### src/rtl/irq_pkg.sv
package irq_pkg;
    localparam int NUM_SRC = 15;
    localparam int IDX_W   = 4;
    localparam int REG_W   = 16;
    localparam int NUM_EXT = 4;
    localparam int NUM_PER = 7;

    typedef logic [IDX_W-1:0] src_idx_t;

    localparam src_idx_t SRC_RESET  = 4'd0;
    localparam src_idx_t SRC_KEY    = 4'd12;
    localparam src_idx_t SRC_SHARED = 4'd13;
    localparam src_idx_t SRC_BRK    = 4'd14;

    // indexes 1..13 are subject to enable bits and the disable flag
    localparam logic [NUM_SRC-1:0] MASKABLE = 15'b011_1111_1111_1110;

    localparam src_idx_t EXT_SLOT [NUM_EXT] = '{4'd1, 4'd2, 4'd9, 4'd10};
    localparam src_idx_t PER_SLOT [NUM_PER] = '{4'd3, 4'd4, 4'd5, 4'd6, 4'd7, 4'd8, 4'd11};

    localparam logic [1:0] RA_ENABLE  = 2'd0;
    localparam logic [1:0] RA_REQUEST = 2'd1;
    localparam logic [1:0] RA_CONFIG  = 2'd2;

    typedef enum logic [1:0] {ST_IDLE, ST_PUSH, ST_MASK, ST_GRANT} irq_state_e;

    // vector table has a six-byte hole between index 11 and index 12
    function automatic logic [15:0] vector_of(input src_idx_t idx);
        if (idx <= 4'd11)
            return 16'hFFFC - {11'd0, idx, 1'b0};
        else
            return 16'hFFE0 - {11'd0, idx - 4'd12, 1'b0};
    endfunction
endpackage

### src/rtl/irq_edge_front.sv
module irq_edge_front
    import irq_pkg::*;
#(
    parameter int KEY_W       = 8,
    parameter int SYNC_STAGES = 2
) (
    input  logic               clk,
    input  logic               rst_n,
    input  logic [NUM_EXT-1:0] ext_pin,
    input  logic [NUM_EXT-1:0] fall_sel,
    input  logic [KEY_W-1:0]   key_pin,
    input  logic [NUM_PER-1:0] periph_evt,
    input  logic               adc_evt,
    input  logic               alt_evt,
    input  logic               shared_sel,
    input  logic               rst_src,
    input  logic               brk_src,
    output logic [NUM_SRC-1:0] set_evt
);
    localparam int LAST = SYNC_STAGES - 1;

    logic [SYNC_STAGES-1:0][NUM_EXT-1:0] ext_sync;
    logic [SYNC_STAGES-1:0][KEY_W-1:0]   key_sync;
    logic [NUM_EXT-1:0] sense, sense_q, ext_rise;
    logic               key_all, key_all_q, key_fall;

    always_ff @(posedge clk or negedge rst_n) begin
        if (!rst_n) begin
            ext_sync <= '0;
            key_sync <= '0;
        end else begin
            ext_sync[0] <= ext_pin;
            key_sync[0] <= key_pin;
            for (int s = 1; s < SYNC_STAGES; s++) begin
                ext_sync[s] <= ext_sync[s-1];
                key_sync[s] <= key_sync[s-1];
            end
        end
    end

    // polarity folded into the level: flipping fall_sel can itself make a rise
    assign sense   = ext_sync[LAST] ^ fall_sel;
    assign key_all = &key_sync[LAST];

    always_ff @(posedge clk or negedge rst_n) begin
        if (!rst_n) begin
            sense_q   <= '0;
            key_all_q <= 1'b0;
        end else begin
            sense_q   <= sense;
            key_all_q <= key_all;
        end
    end

    assign ext_rise = sense & ~sense_q;
    assign key_fall = key_all_q & ~key_all;

    always_comb begin
        set_evt             = '0;
        set_evt[SRC_RESET]  = rst_src;
        set_evt[SRC_BRK]    = brk_src;
        set_evt[SRC_KEY]    = key_fall;
        set_evt[SRC_SHARED] = shared_sel ? alt_evt : adc_evt;
        for (int k = 0; k < NUM_EXT; k++) set_evt[EXT_SLOT[k]] = ext_rise[k];
        for (int p = 0; p < NUM_PER; p++) set_evt[PER_SLOT[p]] = periph_evt[p];
    end
endmodule

### src/rtl/irq_req_bank.sv
module irq_req_bank
    import irq_pkg::*;
(
    input  logic               clk,
    input  logic               rst_n,
    input  logic               wr_en,
    input  logic [1:0]         addr,
    input  logic [REG_W-1:0]   wdata,
    input  logic [NUM_SRC-1:0] set_evt,
    input  logic               acc_clr_en,
    input  src_idx_t           acc_idx,
    output logic [NUM_SRC-1:0] req,
    output logic [NUM_SRC-1:0] en,
    output logic [NUM_EXT-1:0] fall_sel,
    output logic               shared_sel,
    output logic [REG_W-1:0]   rdata
);
    logic [NUM_SRC-1:0] req_q, en_q, sw_clr, acc_clr, set_all;
    logic [NUM_EXT:0]   cfg_q;
    logic               sel_flip;

    assign sel_flip = wr_en && (addr == RA_CONFIG) && (wdata[NUM_EXT] != cfg_q[NUM_EXT]);
    assign sw_clr   = (wr_en && addr == RA_REQUEST) ? (~wdata[NUM_SRC-1:0] & MASKABLE) : '0;
    assign acc_clr  = acc_clr_en ? (NUM_SRC'(1) << acc_idx) : '0;
    assign set_all  = set_evt | (NUM_SRC'(sel_flip) << SRC_SHARED);

    always_ff @(posedge clk or negedge rst_n) begin
        if (!rst_n) begin
            req_q <= '0;
            en_q  <= '0;
            cfg_q <= '0;
        end else begin
            req_q <= (req_q & ~(sw_clr | acc_clr)) | set_all;   // set wins
            if (wr_en && addr == RA_ENABLE) en_q  <= wdata[NUM_SRC-1:0] & MASKABLE;
            if (wr_en && addr == RA_CONFIG) cfg_q <= wdata[NUM_EXT:0];
        end
    end

    always_comb begin
        unique case (addr)
            RA_ENABLE:  rdata = REG_W'(en_q);
            RA_REQUEST: rdata = REG_W'(req_q);
            RA_CONFIG:  rdata = REG_W'(cfg_q);
            default:    rdata = '0;
        endcase
    end

    assign req        = req_q;
    assign en         = en_q;
    assign fall_sel   = cfg_q[NUM_EXT-1:0];
    assign shared_sel = cfg_q[NUM_EXT];
endmodule

### src/rtl/irq_prio_pick.sv
module irq_prio_pick
    import irq_pkg::*;
(
    input  logic [NUM_SRC-1:0] req,
    input  logic [NUM_SRC-1:0] en,
    input  logic               iflag,
    output logic               any,
    output src_idx_t           idx
);
    logic [NUM_SRC-1:0] eligible;

    assign eligible = req & ((en & {NUM_SRC{~iflag}}) | ~MASKABLE);
    assign any      = |eligible;

    always_comb begin
        idx = '0;
        for (int i = NUM_SRC - 1; i >= 0; i--)
            if (eligible[i]) idx = src_idx_t'(i);
    end
endmodule

### src/rtl/irq_vector_ctrl.sv
module irq_vector_ctrl
    import irq_pkg::*;
#(
    parameter int KEY_W       = 8,
    parameter int SYNC_STAGES = 2
) (
    input  logic               clk,
    input  logic               rst_n,
    input  logic [NUM_EXT-1:0] ext_pin,
    input  logic [KEY_W-1:0]   key_pin,
    input  logic [NUM_PER-1:0] periph_evt,
    input  logic               adc_evt,
    input  logic               alt_evt,
    input  logic               rst_src,
    input  logic               brk_src,
    input  logic               cfg_wr,
    input  logic [1:0]         cfg_addr,
    input  logic [REG_W-1:0]   cfg_wdata,
    output logic [REG_W-1:0]   cfg_rdata,
    input  logic               iflag,
    input  logic               ack,
    output logic               push_stb,
    output logic               set_iflag,
    output logic               vec_valid,
    output logic [15:0]        vec_addr
);
    irq_state_e         state_q, state_d;
    src_idx_t           win_q, pick_idx;
    logic               pick_any, acc_clr_en, shared_sel;
    logic [NUM_SRC-1:0] set_evt, req, en;
    logic [NUM_EXT-1:0] fall_sel;

    irq_edge_front #(.KEY_W(KEY_W), .SYNC_STAGES(SYNC_STAGES)) u_front (
        .clk(clk), .rst_n(rst_n), .ext_pin(ext_pin), .fall_sel(fall_sel),
        .key_pin(key_pin), .periph_evt(periph_evt), .adc_evt(adc_evt),
        .alt_evt(alt_evt), .shared_sel(shared_sel), .rst_src(rst_src),
        .brk_src(brk_src), .set_evt(set_evt)
    );

    irq_req_bank u_bank (
        .clk(clk), .rst_n(rst_n), .wr_en(cfg_wr), .addr(cfg_addr),
        .wdata(cfg_wdata), .set_evt(set_evt), .acc_clr_en(acc_clr_en),
        .acc_idx(win_q), .req(req), .en(en), .fall_sel(fall_sel),
        .shared_sel(shared_sel), .rdata(cfg_rdata)
    );

    irq_prio_pick u_pick (
        .req(req), .en(en), .iflag(iflag), .any(pick_any), .idx(pick_idx)
    );

    // state register
    always_ff @(posedge clk or negedge rst_n) begin
        if (!rst_n) begin
            state_q <= ST_IDLE;
            win_q   <= '0;
        end else begin
            state_q <= state_d;
            if (state_q == ST_IDLE && pick_any) win_q <= pick_idx;
        end
    end

    // transitions
    always_comb begin
        state_d = state_q;
        unique case (state_q)
            ST_IDLE:  if (pick_any) state_d = ST_PUSH;
            ST_PUSH:  state_d = ST_MASK;
            ST_MASK:  state_d = ST_GRANT;
            ST_GRANT: if (ack) state_d = ST_IDLE;
            default:  state_d = ST_IDLE;
        endcase
    end

    // outputs
    always_comb begin
        push_stb   = 1'b0;
        set_iflag  = 1'b0;
        vec_valid  = 1'b0;
        acc_clr_en = 1'b0;
        vec_addr   = '0;
        unique case (state_q)
            ST_IDLE:  ;
            ST_PUSH:  push_stb = 1'b1;
            ST_MASK: begin
                set_iflag  = 1'b1;
                acc_clr_en = 1'b1;
            end
            ST_GRANT: begin
                vec_valid = 1'b1;
                vec_addr  = vector_of(win_q);
            end
            default:  ;
        endcase
    end
endmodule

### config.mk
export PLATFORM = sky130hd
export DESIGN_NAME = irq_vector_ctrl
export DESIGN_NICKNAME = d
export VERILOG_FILES = /design/src/rtl/irq_pkg.sv /design/src/rtl/irq_edge_front.sv /design/src/rtl/irq_req_bank.sv /design/src/rtl/irq_prio_pick.sv /design/src/rtl/irq_vector_ctrl.sv
export SDC_FILE = /design/constraint.sdc
export NUM_CORES = 1
export LEC_CHECK = 0
export ABC_CLOCK_PERIOD_IN_PS = 4700
export BUFFER_PORTS_ARGS = -buffer_cell sky130_fd_sc_hd__buf_2
export CAP_MARGIN = 0
export CELL_PAD_IN_SITES_DETAIL_PLACEMENT = 1
export CELL_PAD_IN_SITES_GLOBAL_PLACEMENT = 2
export CORE_ASPECT_RATIO = 1.25
export CORE_MARGIN = 3
export CORE_UTILIZATION = 37
export DETAILED_ROUTE_END_ITERATION = 10
export PLACE_DENSITY = 0.88
export SLEW_MARGIN = 20
export SYNTH_ARGS = -nofsm -noshare
export SYNTH_HDL_FRONTEND = slang
export SYNTH_HIERARCHICAL = 1
export SYNTH_SLANG_ARGS = --single-unit
### constraint.sdc
create_clock -name clk -period 4.7 [get_ports clk]
set_input_delay 0.235 -clock clk [delete_from_list [all_inputs] [get_ports clk]]
set_output_delay 0.235 -clock clk [all_outputs]
set_load 0.02 [all_outputs]
==> impl_metrics.yaml <==
outcome:
  status: "finished clean"
pwr:
  power_frac_comb_pct: 32.6
  seqPwrFrac_pct: 38.5
  vdd_drop_max_uv: 203
  power_density_mw_per_mm2: 497
  p_clk_share_pct: 28.9
  p_leak_nw: 1.96
  netSwitchingPower_mw: 0.736
  fin_total_pwr_mw: 2.04
  swShare_pct: 36.0
  power.internal_mw: 1.31
cts:
  numCtsBuffers: 9
  cts.path.max_buffers: 2
  cts-root-buf: "clkbuf_8"
  cts-htree-levels: 3
  cts_tree: "built"
  postCtsSetupBuffers: 0
  worstSkewPairLatency_ps: 340
  clock_sinks: 68
  path_clk_slew_ps: 80
cells_and_area:
  fin_util_pct: 46.4
  n_antenna_cell: 0
  n_fill_cell: 1012
  mostFrequentLayoutCells: "76 x buf_2, 68 x dfrtp_1, 27 x nand2_1"
  regArea_mm2: 0.00170
  area_growth_syn_to_layout_pct: 19.6
  final_common_cell: "buf_2"
  nets: 427
  multi_input_area_mm2: 0.00147
  drive_gt1_share_pct: 33.4
placement:
  dpl_worst_slack_ps: 2660
  gp_congestion: 0.828
  io_buffers: 76
  dp_hpwl_um: 5890
drt:
  routedWlPerCell_um: 16.4
  wl_met2_um: 4280
  ant_nets: 0
  routed.top_layer: "met4"
  wirelength_um: 8170
  m1WireLength_um: 3450
  dr_total_vias: 2435
  first_pass_iters: 4
  first_iter_violations: 89
  drc_errors: 0
  vias_per_cell: 4.90
  wl_met3_um: 343
timing:
  fin_crit_sh_pct: 47.3
  fin_tns_setup_ps: 0
  min_period_ps: 2220
  fmax_mhz: 450
  fin_ws_ps: 2480
  clock_skew_ps: 12.3
  finalMaxSlewViolations: 0
  setup_viol: 0
  slew_headroom_pct: 43.0
  worst_pin_slew_ps: 855
  rsz0062_at_grt: "no"
  hold_viol_final: 0
worst_setup_path:
  crit_type: "reg2out"
  crit_chain: "ha_1 > or2_1 > a21o_1 > a21oi_2 > buf_2"
  end_kind: "primary output"
  crit_path_max_incr_delay_ps: 530
  cpMaxStageDelayCell: "dfrtp_1"
  r2r_cells: 6
  start_kind: "flop"
  startpoint: "win_q[2]"
  r2r_start: "u_bank/req[12]"
  crit_required_ps: 4470
  cp_max_fo: 14
  critical_path_arrival_ps: 1990
  crit_end: "vec_addr[3]"
  r2r_slack_ps: 2670
  reg2reg_to: "state_q[1]"
die:
  num_rows: 38
  die_width_um: 92.2
  die-area_mm2: 0.0105
  initial_core_util_pct: 38.8
  ioPinCount: 81
  core_mm2: 0.00884
  die_h_um: 114
grt:
  track_usage_pct: 16.7
  grt_max_degree: 69
  grt_pass1_wl_um: 13600
  antenna_found_initial: 0
  first_global_vias: 2731
  grt.overflow.total: 0
synthesis:
  synthCells: 302
  ys.warnings.count: 6
  synth_area_mm2: 0.00343
  syn_area_per_cell_um2: 11.4
  syn_nets: 357
job:
  maxCapViolations: 0
min_path:
  min_path_type: "in2reg"
## worst min-delay path by stage
stage / startpoint / endpoint / slack, ps / depth (start not counted)
final: periph_evt[5] / u_bank/req[8] / 80 / 2
after floorplan: rst_n / state_q[0] / -60 / 0
after global routing: brk_src / u_bank/req[14] / 80 / 2
after detailed placement: u_front/key_sync[0] / u_front/key_sync[8] / 340 / 0
after CTS: periph_evt[3] / u_bank/req[6] / 60 / 2
after global placement: u_front/key_sync[2] / u_front/key_sync[10] / 330 / 0
## power by group through the flow
| stage | sequential [mW] | clock (mW) | combinational [mW] |
|---|---|---|---|
| CTS | 0.788 | 0.605 | 0.677 |
| global placement | 0.791 | 0 | 0.648 |
| detailed placement | 0.800 | 0 | 0.666 |
| global route | 0.809 | 0.633 | 0.731 |
| finish | 0.786 | 0.589 | 0.666 |
| floorplan | 0.762 | 0 | 0.532 |
## final cells by class
type	instances	area share, %
tap	120	3.66
timing repair buffer	89	12.4
multi-input combinational	195	35.7
clock buffer	9	3.02
inverter	9	0.823
sequential	68	41.4
clock inverter	7	3.02
## repair_timing
action,in CTS,in global routing
resized for setup,0,0
hold endpoints to repair,12,0
hold buffers,12,0
## worst max-delay path: cells and delay by family, from the launching register on
| family | cells | cell delay, ps |
|---|---|---|
| flops | 1 | 530 |
| buf+inv | 1 | 170 |
| fa+ha+maj | 1 | 370 |
| simple gates | 1 | 270 |
| compound gates | 2 | 310 |
## registers in the layout (all words and copies together), names as in the netlist
name	flops
u_front/key_sync	16
u_bank/req	15
u_bank/en	13
u_front/ext_sync	8
u_bank/cfg_q	5
u_front/sense_q	4
win_q	4
state_q	2
u_front/key_all_q	1
## routing by layer
metal | global-route usage, % | vias to the layer above
met2 | 30.3 | 54
li1 | - | 1172
met1 | 19.6 | 1201
met3 | 3.76 | 8
met5 | 0 | -
met4 | 4.86 | 0
## through the flow
stage,std cells,hold slack (ps),cell area (um^2)
after detailed placement,469,336,3740
after floorplan,302,-60.6,3430
after global routing,497,77.2,4110
final,497,76.8,4110
after global placement,469,332,3740
after CTS,497,64.3,4110
(Power assumes the default switching activity.)
